===== src/rtl/fdr_pkg.sv =====
package fdr_pkg;
   localparam int unsigned FDR_WORD_W    = 16;
   localparam int unsigned FDR_SEG_MAX   = 8;
   localparam int unsigned FDR_SEG_LSB   = 8;
   localparam int unsigned FDR_EXE_POS   = 0;
   localparam int unsigned FDR_MODE_LSB  = 1;
   localparam int unsigned FDR_KEY0_POS  = 3;
   localparam int unsigned FDR_KEY1_POS  = 4;
   localparam logic [1:0]  FDR_MODE_WRITE = 2'b10;

   typedef enum logic [2:0] {
      ST_IDLE,
      ST_CHECK,
      ST_MODE,
      ST_PULSE,
      ST_BUSY
   } fdr_state_e;

   typedef enum logic [1:0] {
      WSEL_CLEAR,
      WSEL_MODE,
      WSEL_PULSE
   } fdr_wsel_e;

   typedef enum logic [1:0] {
      TSEL_MODE,
      TSEL_PULSE,
      TSEL_BUSY
   } fdr_tsel_e;
endpackage


===== src/rtl/fdr_word.sv =====
module fdr_word
   import fdr_pkg::*;
#(
   parameter int unsigned NUM_SEG = 8
) (
   input  fdr_wsel_e                sel_i,
   output logic [FDR_WORD_W-1:0]    word_o
);
   localparam int unsigned SEG_W = FDR_SEG_MAX;

   logic [SEG_W-1:0] seg;
   logic             seg_on;

   assign seg_on = (sel_i != WSEL_CLEAR);

   generate
      if (NUM_SEG < 1 || NUM_SEG > SEG_W) begin : g_bad_seg
         $error("fdr_word: NUM_SEG out of range");
      end
      for (genvar g = 0; g < SEG_W; g++) begin : g_seg
         if (g < NUM_SEG) begin : g_on
            assign seg[g] = seg_on;
         end else begin : g_off
            assign seg[g] = 1'b0;
         end
      end
   endgenerate

   always_comb begin
      word_o = '0;
      word_o[FDR_SEG_LSB +: SEG_W] = seg;
      if (seg_on) begin
         word_o[FDR_MODE_LSB +: 2] = FDR_MODE_WRITE;
      end
      if (sel_i == WSEL_PULSE) begin
         word_o[FDR_EXE_POS]  = 1'b1;
         word_o[FDR_KEY1_POS] = 1'b1;
         word_o[FDR_KEY0_POS] = 1'b0;
      end
   end
endmodule


===== src/rtl/fdr_delay.sv =====
module fdr_delay #(
   parameter int unsigned CW = 16
) (
   input  logic          clk,
   input  logic          rst_n,
   input  logic          load_i,
   input  logic [CW-1:0] val_i,
   output logic          expire_o
);
   localparam logic [CW-1:0] ONE = 1;

   logic [CW-1:0] cnt;

   generate
      if (CW < 2) begin : g_bad_cw
         $error("fdr_delay: CW must be at least 2");
      end
   endgenerate

   always_ff @(posedge clk) begin
      if (!rst_n) begin
         cnt <= '0;
      end else if (load_i) begin
         cnt <= (val_i == '0) ? ONE : val_i;
      end else if (cnt != '0) begin
         cnt <= cnt - ONE;
      end
   end

   assign expire_o = (cnt == ONE);

   // a zero count still waits exactly one cycle
   a_r8_zero_one_cycle: assert property (@(posedge clk) disable iff (!rst_n)
      load_i && (val_i == '0) |=> expire_o);

   a_r8_count_loaded: assert property (@(posedge clk) disable iff (!rst_n)
      load_i && (val_i != '0) |=> cnt == $past(val_i));
endmodule


===== src/rtl/fdr_iter.sv =====
module fdr_iter #(
   parameter int unsigned IW = 8
) (
   input  logic          clk,
   input  logic          rst_n,
   input  logic          clr_i,
   input  logic          inc_i,
   input  logic [IW-1:0] max_i,
   output logic          at_limit_o
);
   localparam logic [IW-1:0] ONE = 1;

   logic [IW-1:0] cnt;

   generate
      if (IW < 1) begin : g_bad_iw
         $error("fdr_iter: IW must be positive");
      end
   endgenerate

   always_ff @(posedge clk) begin
      if (!rst_n) begin
         cnt <= '0;
      end else if (clr_i) begin
         cnt <= '0;
      end else if (inc_i) begin
         cnt <= cnt + ONE;
      end
   end

   assign at_limit_o = (cnt >= max_i);

   // a pulse is never granted once the budget is spent
   a_r9_budget_respected: assert property (@(posedge clk) disable iff (!rst_n)
      inc_i && !clr_i |-> !at_limit_o);
endmodule


===== src/rtl/fdr_seq.sv =====
module fdr_seq
   import fdr_pkg::*;
#(
   parameter int unsigned CW      = 16,
   parameter int unsigned IW      = 8,
   parameter int unsigned NUM_SEG = 8
) (
   input  logic                  clk,
   input  logic                  rst_n,
   input  logic                  start_i,
   input  logic                  abort_i,
   input  logic                  vccp_ok_i,
   input  logic [CW-1:0]         mode_cyc_i,
   input  logic [CW-1:0]         pulse_cyc_i,
   input  logic [CW-1:0]         busy_cyc_i,
   input  logic [IW-1:0]         max_iter_i,
   output logic                  chk_req_o,
   input  logic                  chk_valid_i,
   input  logic                  chk_depleted_i,
   output logic                  reg_we_o,
   output logic [FDR_WORD_W-1:0] reg_wdata_o,
   output logic                  busy_o,
   output logic                  done_o,
   output logic                  fail_o,
   output logic                  supply_err_o
);
   localparam int unsigned WW = FDR_WORD_W;

   fdr_state_e    st, st_nxt;
   fdr_wsel_e     wsel;
   fdr_tsel_e     tsel;
   logic          we_d, done_d, fail_d, err_d;
   logic          t_load, t_exp;
   logic [CW-1:0] t_val;
   logic          it_clr, it_inc, it_lim;
   logic [WW-1:0] word;

   fdr_word #(.NUM_SEG(NUM_SEG)) i_word (
      .sel_i  (wsel),
      .word_o (word)
   );

   fdr_delay #(.CW(CW)) i_delay (
      .clk      (clk),
      .rst_n    (rst_n),
      .load_i   (t_load),
      .val_i    (t_val),
      .expire_o (t_exp)
   );

   fdr_iter #(.IW(IW)) i_iter (
      .clk        (clk),
      .rst_n      (rst_n),
      .clr_i      (it_clr),
      .inc_i      (it_inc),
      .max_i      (max_iter_i),
      .at_limit_o (it_lim)
   );

   always_comb begin
      case (tsel)
         TSEL_PULSE: t_val = pulse_cyc_i;
         TSEL_BUSY:  t_val = busy_cyc_i;
         default:    t_val = mode_cyc_i;
      endcase
   end

   always_comb begin
      st_nxt = st;
      we_d   = 1'b0;
      wsel   = WSEL_CLEAR;
      tsel   = TSEL_MODE;
      t_load = 1'b0;
      it_clr = 1'b0;
      it_inc = 1'b0;
      done_d = 1'b0;
      fail_d = 1'b0;
      err_d  = 1'b0;
      if (abort_i) begin
         st_nxt = ST_IDLE;
         we_d   = 1'b1;
      end else begin
         case (st)
            ST_IDLE: begin
               if (start_i) begin
                  st_nxt = ST_CHECK;
                  it_clr = 1'b1;
               end
            end
            ST_CHECK: begin
               if (chk_valid_i) begin
                  if (!chk_depleted_i) begin
                     done_d = 1'b1;
                     st_nxt = ST_IDLE;
                  end else if (it_lim) begin
                     fail_d = 1'b1;
                     st_nxt = ST_IDLE;
                  end else if (!vccp_ok_i) begin
                     err_d  = 1'b1;
                     st_nxt = ST_IDLE;
                  end else begin
                     we_d   = 1'b1;
                     wsel   = WSEL_MODE;
                     tsel   = TSEL_MODE;
                     t_load = 1'b1;
                     it_inc = 1'b1;
                     st_nxt = ST_MODE;
                  end
               end
            end
            ST_MODE: begin
               if (t_exp) begin
                  we_d   = 1'b1;
                  wsel   = WSEL_PULSE;
                  tsel   = TSEL_PULSE;
                  t_load = 1'b1;
                  st_nxt = ST_PULSE;
               end
            end
            ST_PULSE: begin
               if (t_exp) begin
                  we_d   = 1'b1;
                  wsel   = WSEL_CLEAR;
                  tsel   = TSEL_BUSY;
                  t_load = 1'b1;
                  st_nxt = ST_BUSY;
               end
            end
            ST_BUSY: begin
               if (t_exp) begin
                  st_nxt = ST_CHECK;
               end
            end
            default: st_nxt = ST_IDLE;
         endcase
      end
   end

   always_ff @(posedge clk) begin
      if (!rst_n) begin
         st           <= ST_IDLE;
         reg_we_o     <= 1'b0;
         reg_wdata_o  <= '0;
         done_o       <= 1'b0;
         fail_o       <= 1'b0;
         supply_err_o <= 1'b0;
      end else begin
         st           <= st_nxt;
         reg_we_o     <= we_d;
         reg_wdata_o  <= we_d ? word : '0;
         done_o       <= done_d;
         fail_o       <= fail_d;
         supply_err_o <= err_d;
      end
   end

   assign busy_o    = (st != ST_IDLE);
   assign chk_req_o = (st == ST_CHECK);

   // the keyed execute write carries keys, mode and segments together
   a_r5_keyed_pulse: assert property (@(posedge clk) disable iff (!rst_n)
      reg_we_o && reg_wdata_o[FDR_EXE_POS] |->
         reg_wdata_o[FDR_KEY1_POS] && !reg_wdata_o[FDR_KEY0_POS] &&
         (reg_wdata_o[FDR_MODE_LSB +: 2] == FDR_MODE_WRITE) &&
         (reg_wdata_o[FDR_SEG_LSB +: NUM_SEG] == {NUM_SEG{1'b1}}));

   // the cycle after a pulse write carries no write or a clearing write
   a_r6_pulse_then_clear: assert property (@(posedge clk) disable iff (!rst_n)
      reg_we_o && reg_wdata_o[FDR_EXE_POS] |=> !reg_we_o || (reg_wdata_o == '0));

   // a mode write only follows a cycle with the supply good
   a_r2_supply_before_mode: assert property (@(posedge clk) disable iff (!rst_n)
      reg_we_o && reg_wdata_o[FDR_MODE_LSB +: 2] == FDR_MODE_WRITE &&
      !reg_wdata_o[FDR_EXE_POS] |-> $past(vccp_ok_i));

   // the check request is held until a result arrives
   a_r3_req_held: assert property (@(posedge clk) disable iff (!rst_n)
      chk_req_o && !chk_valid_i && !abort_i |=> chk_req_o);

   a_r3_one_outcome: assert property (@(posedge clk) disable iff (!rst_n)
      $onehot0({done_o, fail_o, supply_err_o}));

   // abort clears the register and idles the block next cycle
   a_r11_abort_clears: assert property (@(posedge clk) disable iff (!rst_n)
      abort_i |=> reg_we_o && (reg_wdata_o == '0) && !busy_o);
endmodule


===== config.mk =====
export PLATFORM = sky130hd
export DESIGN_NAME = fdr_seq
export DESIGN_NICKNAME = d
export VERILOG_FILES = /design/src/rtl/fdr_pkg.sv /design/src/rtl/fdr_word.sv /design/src/rtl/fdr_delay.sv /design/src/rtl/fdr_iter.sv /design/src/rtl/fdr_seq.sv
export SDC_FILE = /design/constraint.sdc
export NUM_CORES = 1
export LEC_CHECK = 0
export BUFFER_PORTS_ARGS = -buffer_cell sky130_fd_sc_hd__buf_2
export CORE_AREA = 2 2 66 93
export DETAILED_ROUTE_END_ITERATION = 12
export DIE_AREA = 0 0 68 95
export PLACE_DENSITY = 0.73
export SYNTH_ARGS = -nofsm -noshare
export SYNTH_HDL_FRONTEND = slang
export SYNTH_SLANG_ARGS = --single-unit

===== constraint.sdc =====
create_clock -name clk -period 2.9 [get_ports clk]
set_input_delay 0.87 -clock clk [delete_from_list [all_inputs] [get_ports clk]]
set_output_delay 0.87 -clock clk [all_outputs]
set_load 0.01 [all_outputs]

==> results of run 1 <==
state kept, by name, indices dropped and copies added (netlist names):
| signal | cells |
|---|---|
| st | 3 |
| supply_err_o | 1 |
| done_o | 1 |
| reg_wdata_o | 2 |
| i_delay.cnt | 16 |
| reg_we_o | 1 |
| fail_o | 1 |
| i_iter.cnt | 8 |
logic make-up (layout without fill, tap and decap cells):
family | count (synthesis) | count (layout) | share of synthesized area [%]
AND/OR/NAND/NOR | 121 | 121 | 28.3
XOR/XNOR | 21 | 21 | 7.55
other | 1 | 5 | 0.154
AO/OA/AOI/OAI | 73 | 73 | 20.1
adder cells (fa/ha/maj) | 14 | 14 | 7.19
flip-flops | 33 | 33 | 27.1
buffers and inverters | 44 | 151 | 9.55
repair_timing:
item,CTS,global route
hold endpoints to repair,0,0
gates cloned,0,2
pin swaps,1,13
gates resized for setup,3,34
setup buffers,0,8
setup endpoints to repair,5,13
power breakdown:
part / switching (mW) / internal [mW] / leakage, nW
sequential: 0.0639 / 0.554 / 0.269
combinational: 0.639 / 0.679 / 1.22
clock: 0.165 / 0.280 / 0.0585
cell type report:
class / count / area, µm² / share of cell area (%)
Inverter: 14 / 52.6 / 1.52
Tap cell: 70 / 87.6 / 2.53
Clock buffer: 7 / 86.3 / 2.49
Clock inverter: 1 / 30.0 / 0.866
Timing Repair Buffer: 129 / 855 / 24.6
Sequential cell: 33 / 662 / 19.1
Multi-Input combinational cell: 234 / 1700 / 48.9
path summary, 6_finish.rpt:
path / startpoint / end / slack, ns
worst max-delay path: i_delay.cnt[4] / i_delay.cnt[0] / -0.23
worst min-delay path: i_iter.cnt[1] / i_iter.cnt[1] / 0.53
worst max register to register: i_delay.cnt[4] / i_delay.cnt[0] / -0.23
worst min register to register: i_iter.cnt[1] / i_iter.cnt[1] / 0.53
metal layers:
layer	track usage, %	vias to the layer above	share of wire, %
met3	2.86	17	5.2
met5	0	-	0
met1	21.1	1137	38
met2	35.1	100	53
met4	10.5	0	4.4
li1	-	1298	-
critical path: stages (launching register included):
cell and delay [ns]:
dfxtp_1 0.31, or4_4 0.56, nor2_2 0.16, buf_4 0.14, nand3_4 0.09, nor4_4 0.34
inv_1 0.12, ha_4 0.21, buf_4 0.14, a22oi_2 0.18, o21ai_2 0.10, nor4_1 0.33
nand4_1 0.16, a31oi_1 0.19
synth_stat cells (3+ instances only):
cell	n
nor4_1	7
o21ai_1	3
dfxtp_1	33
or3_1	3
o31ai_1	3
nand3_1	12
a21oi_1	10
a31oi_1	3
clkbuf_1	10
a21boi_1	4
nand2b_1	3
o21a_1	4
nor2_1	24
xor2_1	6
ha_1	14
a21boi_0	4
nand4_1	7
a22oi_1	16
and3_1	3
xnor2_1	15
nor2b_1	3
o21ai_0	17
inv_1	14
nor3_1	6
nand2_1	33
buf_2	3
buf_4	15
==> results.json, run 1 <==
{
  "yosysTopAreaCell": "dfxtp_1",
  "vias": 2552,
  "worst-setup-path-type": "reg -> reg",
  "grt_pass1_vias": 2336,
  "cts_buffer_depth": 2,
  "dp_hpwl_um": 4800,
  "rsz0062_at_grt": "true",
  "hold_path_class": "reg -> reg",
  "netlist_area_um2": 2440,
  "finalClockSkew_ns": 0.00736,
  "cts.reportedPaths.clkPinSlew_ns": 0.07,
  "whs_path_depth": 2,
  "grt_max_degree": 33,
  "initial_core_util_pct": 42.8,
  "leakagePower_nw": 1.54,
  "dpl_cell_area_um2": 3110,
  "synth.avg_cell_area_um2": 7.94,
  "worst_pin_slew_ns": 0.664,
  "finalHoldViolations": 0,
  "synth_cells": 307,
  "layout_commonest_cell": "buf_2",
  "cp_data_required_time_ns": 3.11,
  "clkLatencyLatePin_ns": 0.28,
  "whs_ns": 0.530,
  "setup_viol_count_final": 1,
  "critPathCaptureType": "flip-flop",
  "synth.distinct_cells": 52,
  "drt_iter0_drc": 131,
  "stdcell_area_um2": 3470,
  "drv_slew": 0,
  "ir_worst_vdd_mv": 0.296,
  "area_growth_syn_to_layout_pct": 42.3,
  "grt_remaining_overflow": 0,
  "synth_area_leaders": "dfxtp_1 27%, ha_1 7.2%, xnor2_1 5.4%, nand2_1 5.1%, a22oi_1 4.9%",
  "clock-sinks": 33,
  "ioPinCount": 85,
  "synth_edf_count": 0,
  "status": "finished, violations left",
  "dp_slack_ns": -0.111,
  "final_cell_mix": "79 x buf_2, 42 x buf_4, 33 x nand2_1",
  "async_reset_ff_share_pct": 0,
  "finalWeightedCongestion": 0.883,
  "cts_tree": "done",
  "rows": 33,
  "violations": "negative setup slack",
  "ctsRootBufferMaster": "clkbuf_8",
  "slew_headroom_pct": 55.4,
  "final_nets": 494,
  "fmax_mhz": 320,
  "die_w_um": 68,
  "synth-seq-cells": 33,
  "cp_max_fo": 6,
  "routed_wl_um": 6440,
  "finalCriticalPeriod_ns": 3.13,
  "fin_setup_tns_ns": -0.225,
  "placedCellCount": 470,
  "firstDrtPassIters": 4,
  "synth_top_cell_area_share_pct": 27.1,
  "synthFlopType": "dfxtp_1",
  "cap_violations": 0,
  "io_buffer_count": 79,
  "routedWlPerCell_um": 13.2,
  "fp.dieH_um": 95,
  "numCtsBuffers": 5,
  "nFillCells": 488,
  "timing.final.ws_setup_ns": -0.225,
  "fin_util_pct": 60.9,
  "grt_pass1_wl_um": 9790,
  "layout-drive-gt1-share_pct": 41.6,
  "antenna_left": 0,
  "critPathLaunchType": "flip-flop",
  "grt_antenna_before_repair": 0,
  "grt_usage_pct": 19.5,
  "power.total_mw": 2.38,
  "finalCritPeriodShare_pct": 108,
  "cts_hold_buffers": 0,
  "htree_levels": 2,
  "reg2regPathDepth": 13,
  "synth-seq-area-share_pct": 27.1,
  "crit_arrival_ns": 3.34,
  "coreArea_um2": 5700,
  "yosys_warnings": 0,
  "power_density_nw_per_um2": 687,
  "final_cells": 488,
  "viasPerCell": 5.23,
  "diodes": 0,
  "drc": 0,
  "dieArea_um2": 6460
}
Power figures use the tool's default switching activity.
==> run 2: changes to the inputs <==
--- a/config.mk
+++ b/config.mk
@@ -5,11 +5,13 @@
 export SDC_FILE = /design/constraint.sdc
 export NUM_CORES = 1
 export LEC_CHECK = 0
+export ABC_AREA = 1
 export BUFFER_PORTS_ARGS = -buffer_cell sky130_fd_sc_hd__buf_2
-export CORE_AREA = 2 2 66 93
+export CORE_AREA = 2 2 69 97
+export CTS_CLUSTER_SIZE = 24
 export DETAILED_ROUTE_END_ITERATION = 12
-export DIE_AREA = 0 0 68 95
-export PLACE_DENSITY = 0.73
+export DIE_AREA = 0 0 71 99
+export PLACE_DENSITY = 0.7
 export SYNTH_ARGS = -nofsm -noshare
 export SYNTH_HDL_FRONTEND = slang
 export SYNTH_SLANG_ARGS = --single-unit
==> constraint.sdc (replaced) <==
create_clock -name clk -period 3.4 [get_ports clk]
set_input_delay 1.02 -clock clk [delete_from_list [all_inputs] [get_ports clk]]
set_output_delay 1.02 -clock clk [all_outputs]
set_load 0.01 [all_outputs]
==> run 2 against run 1 <==
- the flow now finishes without violations
- critical path depth grew 1
- die area grew 8.8%
- first-iteration DRC count shrank 35%
- synthesized area grew 11%
- sequential share of layout area grew 1.8 points
- worst hold slack lost 0.028 ns
- critical path type is now in -> reg
- critical endpoint unchanged
- largest cell class unchanged
==> results.json, run 2 <==
{
  "status": "completed",
  "cts_resized": 0,
  "cap_violations": 0,
  "htree_levels": 2,
  "synth-seq-cells": 33,
  "final_nets": 588,
  "combinationalPowerShare_pct": 48.8,
  "top_register": "i_delay.cnt",
  "ioPinCount": 85,
  "cp_common_cell": "nor2_1",
  "yosys_warnings": 0,
  "nFillCells": 642,
  "max_stage_delay_ns": 0.35,
  "switching_power_uw": 737,
  "hold_path_class": "reg -> reg",
  "drt_iter0_drc": 85,
  "pwr-share-seq_pct": 30.0,
  "drc": 0,
  "critPathTopFamily": "simple AND/OR/NAND/NOR gates",
  "cts.reportedPaths.clkPinSlew_ns": 0.07,
  "cts_hold_buffers": 0,
  "finalCriticalPeriod_ns": 2.81,
  "synthFlopType": "dfxtp_1",
  "fin_setup_tns_ns": 0,
  "synth.avg_cell_area_um2": 6.10,
  "post_cts_buffers": 0,
  "clkLatencyLatePin_ns": 0.28,
  "dp_hpwl_um": 5500,
  "synth_edf_count": 0,
  "fmax_mhz": 356,
  "rsz0062_at_grt": "false",
  "synth_area_leaders": "dfxtp_1 24%, nand2_1 19%, nor2_1 9.0%, inv_1 7.2%, ha_1 6.5%",
  "synth_top_cell_area_share_pct": 24.3,
  "viasPerCell": 4.89,
  "p_sw_share_pct": 41.2,
  "grt_max_degree": 23,
  "layout-drive-gt1-share_pct": 20.9,
  "ir_worst_vdd_mv": 0.423,
  "finalHoldViolations": 0,
  "crit_arrival_ns": 3.03,
  "worst_pin_slew_ns": 0.552,
  "layout_commonest_cell": "nand2_1",
  "io_buffer_count": 79,
  "grt_usage_pct": 19.5,
  "routedWlPerCell_um": 11.5,
  "area_growth_syn_to_layout_pct": 16.6,
  "netlist_area_um2": 2710,
  "timing.final.ws_setup_ns": 0.594,
  "cp_data_required_time_ns": 3.62,
  "coreArea_um2": 6170,
  "finalWeightedCongestion": 0.908,
  "die_w_um": 71,
  "critPathLaunchType": "input port",
  "dp_slack_ns": 0.310,
  "diodes": 0,
  "async_reset_ff_share_pct": 0,
  "synth.distinct_cells": 38,
  "numCtsBuffers": 5,
  "dieArea_um2": 7030,
  "antenna_left": 0,
  "power.internal_mw": 1.05,
  "ctsRootBufferMaster": "clkbuf_8",
  "critPathCaptureType": "flip-flop",
  "synth-seq-area-share_pct": 24.3,
  "synth_cells": 445,
  "cts_tree": "done",
  "synthTopCellsByCount": "137 x nand2_1, 65 x nor2_1, 52 x inv_1",
  "clock_power_share_pct": 21.2,
  "initial_core_util_pct": 44.0,
  "finalCritPeriodShare_pct": 82.5,
  "fp.dieH_um": 99,
  "setup_viol_count_final": 0,
  "drv_slew": 0,
  "clock-sinks": 33,
  "largest_register_ffs": 16,
  "crit_slowest_cell": "clkinv_1",
  "yosysTopAreaCell": "dfxtp_1",
  "top_regs": "i_delay.cnt: 16 flops, i_iter.cnt: 8 flops, st: 3 flops",
  "finalClockSkew_ns": 0.00420,
  "final_cell_mix": "137 x nand2_1, 79 x buf_2, 65 x nor2_1",
  "cp_max_fo": 17,
  "leakagePower_nw": 1.73,
  "crit_chain": "buf_2, inv_1, nand3_1, ha_1, clkinv_1, nor2_1, a21oi_1, nor2_1, nand2_1, nor2_1, nand2_1, nand3b_1, nand2_1, nor2_1",
  "cts_buffer_depth": 2,
  "grt_remaining_overflow": 0,
  "vias": 2858,
  "power_density_nw_per_um2": 565,
  "firstDrtPassIters": 4,
  "grt_antenna_before_repair": 0,
  "rows": 34,
  "grt_pass1_vias": 2699,
  "slew_headroom_pct": 63.2,
  "worst-setup-path-type": "in -> reg",
  "grt_pass1_wl_um": 11300,
  "routed_wl_um": 6710,
  "yosysMostFrequentCell": "nand2_1",
  "crit_buf_inv": 3
}
## run 2: final timing paths
check,depth (start not counted),startpoint,slack (ns),end
worst max-delay path,14,abort_i,0.59,i_delay.cnt[0]
worst min-delay path,2,i_iter.cnt[0],0.50,i_iter.cnt[0]
worst max register to register,18,i_delay.cnt[8],0.69,i_delay.cnt[0]
worst min register to register,2,i_iter.cnt[0],0.50,i_iter.cnt[0]
## run 2: cell families (layout without fill, tap and decap cells)
group                      Yosys count  count (layout)  synth area share [%]
buffers and inverters               79             142                  13.9
other                                1               5                 0.138
and+or+nand+nor                    260             260                  42.2
DFF                                 33              33                  24.3
AOI/OAI and AO/OA                   46              46                  9.08
adders and majority gates           14              14                  6.45
xor gates and xnor gates            12              12                  3.87
## run 2: power by group through the flow
stage | combinational (mW) | clock, mW | sequential, mW
floorplan | 0.708 | 0 | 0.528
global placement | 0.866 | 0 | 0.543
detailed placement | 0.871 | 0 | 0.544
CTS | 0.881 | 0.389 | 0.535
global route | 1.02 | 0.406 | 0.548
finish | 0.874 | 0.380 | 0.536
## run 2: metrics by stage
stage	hold slack (ns)	std cells	area, µm²	util [%]	power (mW)
floorplan	0.468	449	2730	-	1.24
global placement	0.482	576	3050	49.4	1.41
detailed placement	0.493	576	3050	49.4	1.41
CTS	0.503	584	3160	51.3	1.81
global route	0.534	584	3160	51.3	1.97
finish	0.503	584	3160	51.3	1.79
## run 2: cell type report
cell class	instances	area (µm²)	area share (%)
clock inverters	1	30.0	0.949
well taps	72	90.1	2.85
clock buffers	7	86.3	2.73
repair buffers	80	403	12.7
multi-input cells	337	1690	53.5
flip-flops and latches	33	661	20.9
inverters	54	203	6.41
## run 2: layer usage
layer	track usage [%]	wire [µm]	vias to the layer above	part of all wire (%)
met5	0	0	-	0
met4	8.42	233	0	3.5
met3	2.35	223	15	3.3
met2	38.9	3690	67	55
met1	19.7	2570	1272	38
li1	-	-	1504	-
## run 2: tightest hold or removal path, stage by stage (launching register included)
cell and delay (ns):
dfxtp_1 0.33, nand2_1 0.07, a21oi_1 0.05
==> run 3: changes to the inputs <==
==> constraint.sdc (replaced) <==
create_clock -name clk -period 2.8 [get_ports clk]
set_input_delay 0.84 -clock clk [delete_from_list [all_inputs] [get_ports clk]]
set_output_delay 0.84 -clock clk [all_outputs]
set_load 0.01 [all_outputs]
==> run 3 against run 2 <==
- clock skew up 0.0074 ns
- critical path type is now reg -> reg
- die area stayed put
- sequential share of layout area is 0.47 points lower
- critical endpoint unchanged
- combinational power rose by 28%
==> results.json, run 3 (same netlist as run 2, synthesis figures left out) <==
{
  "hold_path_class": "reg -> reg",
  "grt_usage_pct": 20.5,
  "diodes": 0,
  "cts_tree": "done",
  "cts_buffer_depth": 2,
  "ctsRootBufferMaster": "clkbuf_8",
  "hold_end": "i_iter.cnt[0]",
  "viasPerCell": 4.92,
  "grt_max_degree": 20,
  "cap_violations": 0,
  "top_register": "i_delay.cnt",
  "stdcell_area_um2": 3260,
  "finalWeightedCongestion": 0.904,
  "die_w_um": 71,
  "fin_util_pct": 52.8,
  "reg2regPathDepth": 18,
  "largest_register_ffs": 16,
  "finalClockSkew_ns": 0.0116,
  "leakagePower_nw": 1.77,
  "cp_data_required_time_ns": 3.02,
  "finalHoldViolations": 0,
  "vias": 2915,
  "finalCriticalPeriod_ns": 2.60,
  "final_cells": 592,
  "grt_pass1_wl_um": 11700,
  "area_growth_syn_to_layout_pct": 20.0,
  "grt_remaining_overflow": 0,
  "min_from": "i_iter.cnt[0]",
  "finalCritPeriodShare_pct": 92.8,
  "setup_viol_count_final": 0,
  "layout_commonest_cell": "nand2_1",
  "worst-setup-path-type": "reg -> reg",
  "cts_hold_buffers": 0,
  "whs_path_depth": 2,
  "cts.reportedPaths.clkPinSlew_ns": 0.07,
  "fp.dieH_um": 99,
  "grt_pass1_vias": 2780,
  "final_nets": 596,
  "firstDrtPassIters": 4,
  "worst_r2r_endpoint": "i_delay.cnt[0]",
  "drc": 0,
  "crit_arrival_ns": 2.82,
  "clock-sinks": 33,
  "routed_wl_um": 7000,
  "numCtsBuffers": 5,
  "drt_iter0_drc": 140,
  "ir_worst_vdd_mv": 0.400,
  "io_buffer_count": 79,
  "coreArea_um2": 6170,
  "drv_slew": 0,
  "critPathCaptureType": "flip-flop",
  "critPathLaunchType": "flip-flop",
  "status": "completed",
  "top_regs": "i_delay.cnt: 16 flops, i_iter.cnt: 8 flops, st: 3 flops",
  "fmax_mhz": 385,
  "dp_hpwl_um": 5650,
  "clkLatencyLatePin_ns": 0.29,
  "routedWlPerCell_um": 11.8,
  "ioPinCount": 85,
  "layout-drive-gt1-share_pct": 23.8,
  "dpl_cell_area_um2": 3090,
  "dieArea_um2": 7030,
  "whs_ns": 0.504,
  "final_cell_mix": "137 x nand2_1, 79 x buf_2, 65 x nor2_1",
  "r2r-start": "i_delay.cnt[6]",
  "antenna_left": 0,
  "initial_core_util_pct": 44.0,
  "power.total_mw": 2.25,
  "cp_max_fo": 10,
  "rows": 34,
  "power_density_nw_per_um2": 691,
  "placedCellCount": 582,
  "htree_levels": 2,
  "reg2reg_slack_ns": 0.20,
  "grt_antenna_before_repair": 0
}
-- run 3: changes by cell type in the layout (fill, tap and decap cells not counted), moves of 3 or more --
| cell | change |
|---|---|
| a21oi_1 | -4 |
| a21oi_2 | +4 |
| buf_4 | +7 |
| dfxtp_1 | -3 |
| dfxtp_2 | +3 |
-- run 3: where the power goes --
group	switching (mW)	internal (mW)	total, mW
logic	0.673	0.451	1.12
registers	0.0933	0.565	0.658
clock network	0.177	0.290	0.467
-- run 3: timing repair --
action                                  in CTS  in global routing
gates resized for setup                      0                 11
endpoints found under the setup margin       0                  1
setup buffers                                0                  2
-- run 3: through the flow --
step | setup TNS (ns) | setup slack, ns
6_report | 0 | 0.200
5_1_grt | -0.0464 | -0.0464
4_1_cts | 0 | 0.0737
3_5_place_dp | 0 | 0.0930
3_3_place_gp | 0 | 0.158
2_1_floorplan | 0 | 0.284
-- run 3: how the worst max path moves through the flow --
stage	startpoint	endpoint	slack (ns)	depth (start not counted)
detailed placement	max_iter_i[7]	i_delay.cnt[5]	0.09	11
CTS	i_delay.cnt[8]	i_delay.cnt[0]	0.07	16
floorplan	abort_i	i_delay.cnt[0]	0.28	15
global placement	max_iter_i[7]	i_delay.cnt[5]	0.16	11
global route	i_delay.cnt[4]	i_delay.cnt[0]	-0.05	18
finish	i_delay.cnt[6]	i_delay.cnt[0]	0.20	18
-- run 3: worst max-delay path: stages (launching register included) --
cell	delay (ns)
dfxtp_2	0.35
nor2_4	0.12
nand2_2	0.09
nor2_4	0.15
nand2_2	0.08
nor2_4	0.18
inv_2	0.09
nor3_4	0.19
ha_1	0.30
buf_4	0.19
a21oi_1	0.17
a21oi_2	0.09
nor2_1	0.09
nand2_1	0.06
nor2_1	0.11
nand2_1	0.06
nand3b_1	0.08
nand2_1	0.05
nor2_1	0.08
-- run 3: cell type report --
| class | count | area, µm² |
|---|---|---|
| fillers | 615 | 2910 |
| multi-input cells | 337 | 1720 |
| flip-flops and latches | 33 | 664 |
| repair buffers | 88 | 467 |
| inverters | 54 | 203 |
| well taps | 72 | 90.1 |
| clock buffers | 7 | 86.3 |
| clock inverters | 1 | 30.0 |
-- run 3: per-layer routing --
layer / up-vias / wire [µm] / track usage [%]
met3: 23 / 292 / 3.48
met2: 84 / 3840 / 39.1
met1: 1289 / 2580 / 20.5
li1: 1519 / - / -
met4: 0 / 280 / 11.2
met5: - / 0 / 0
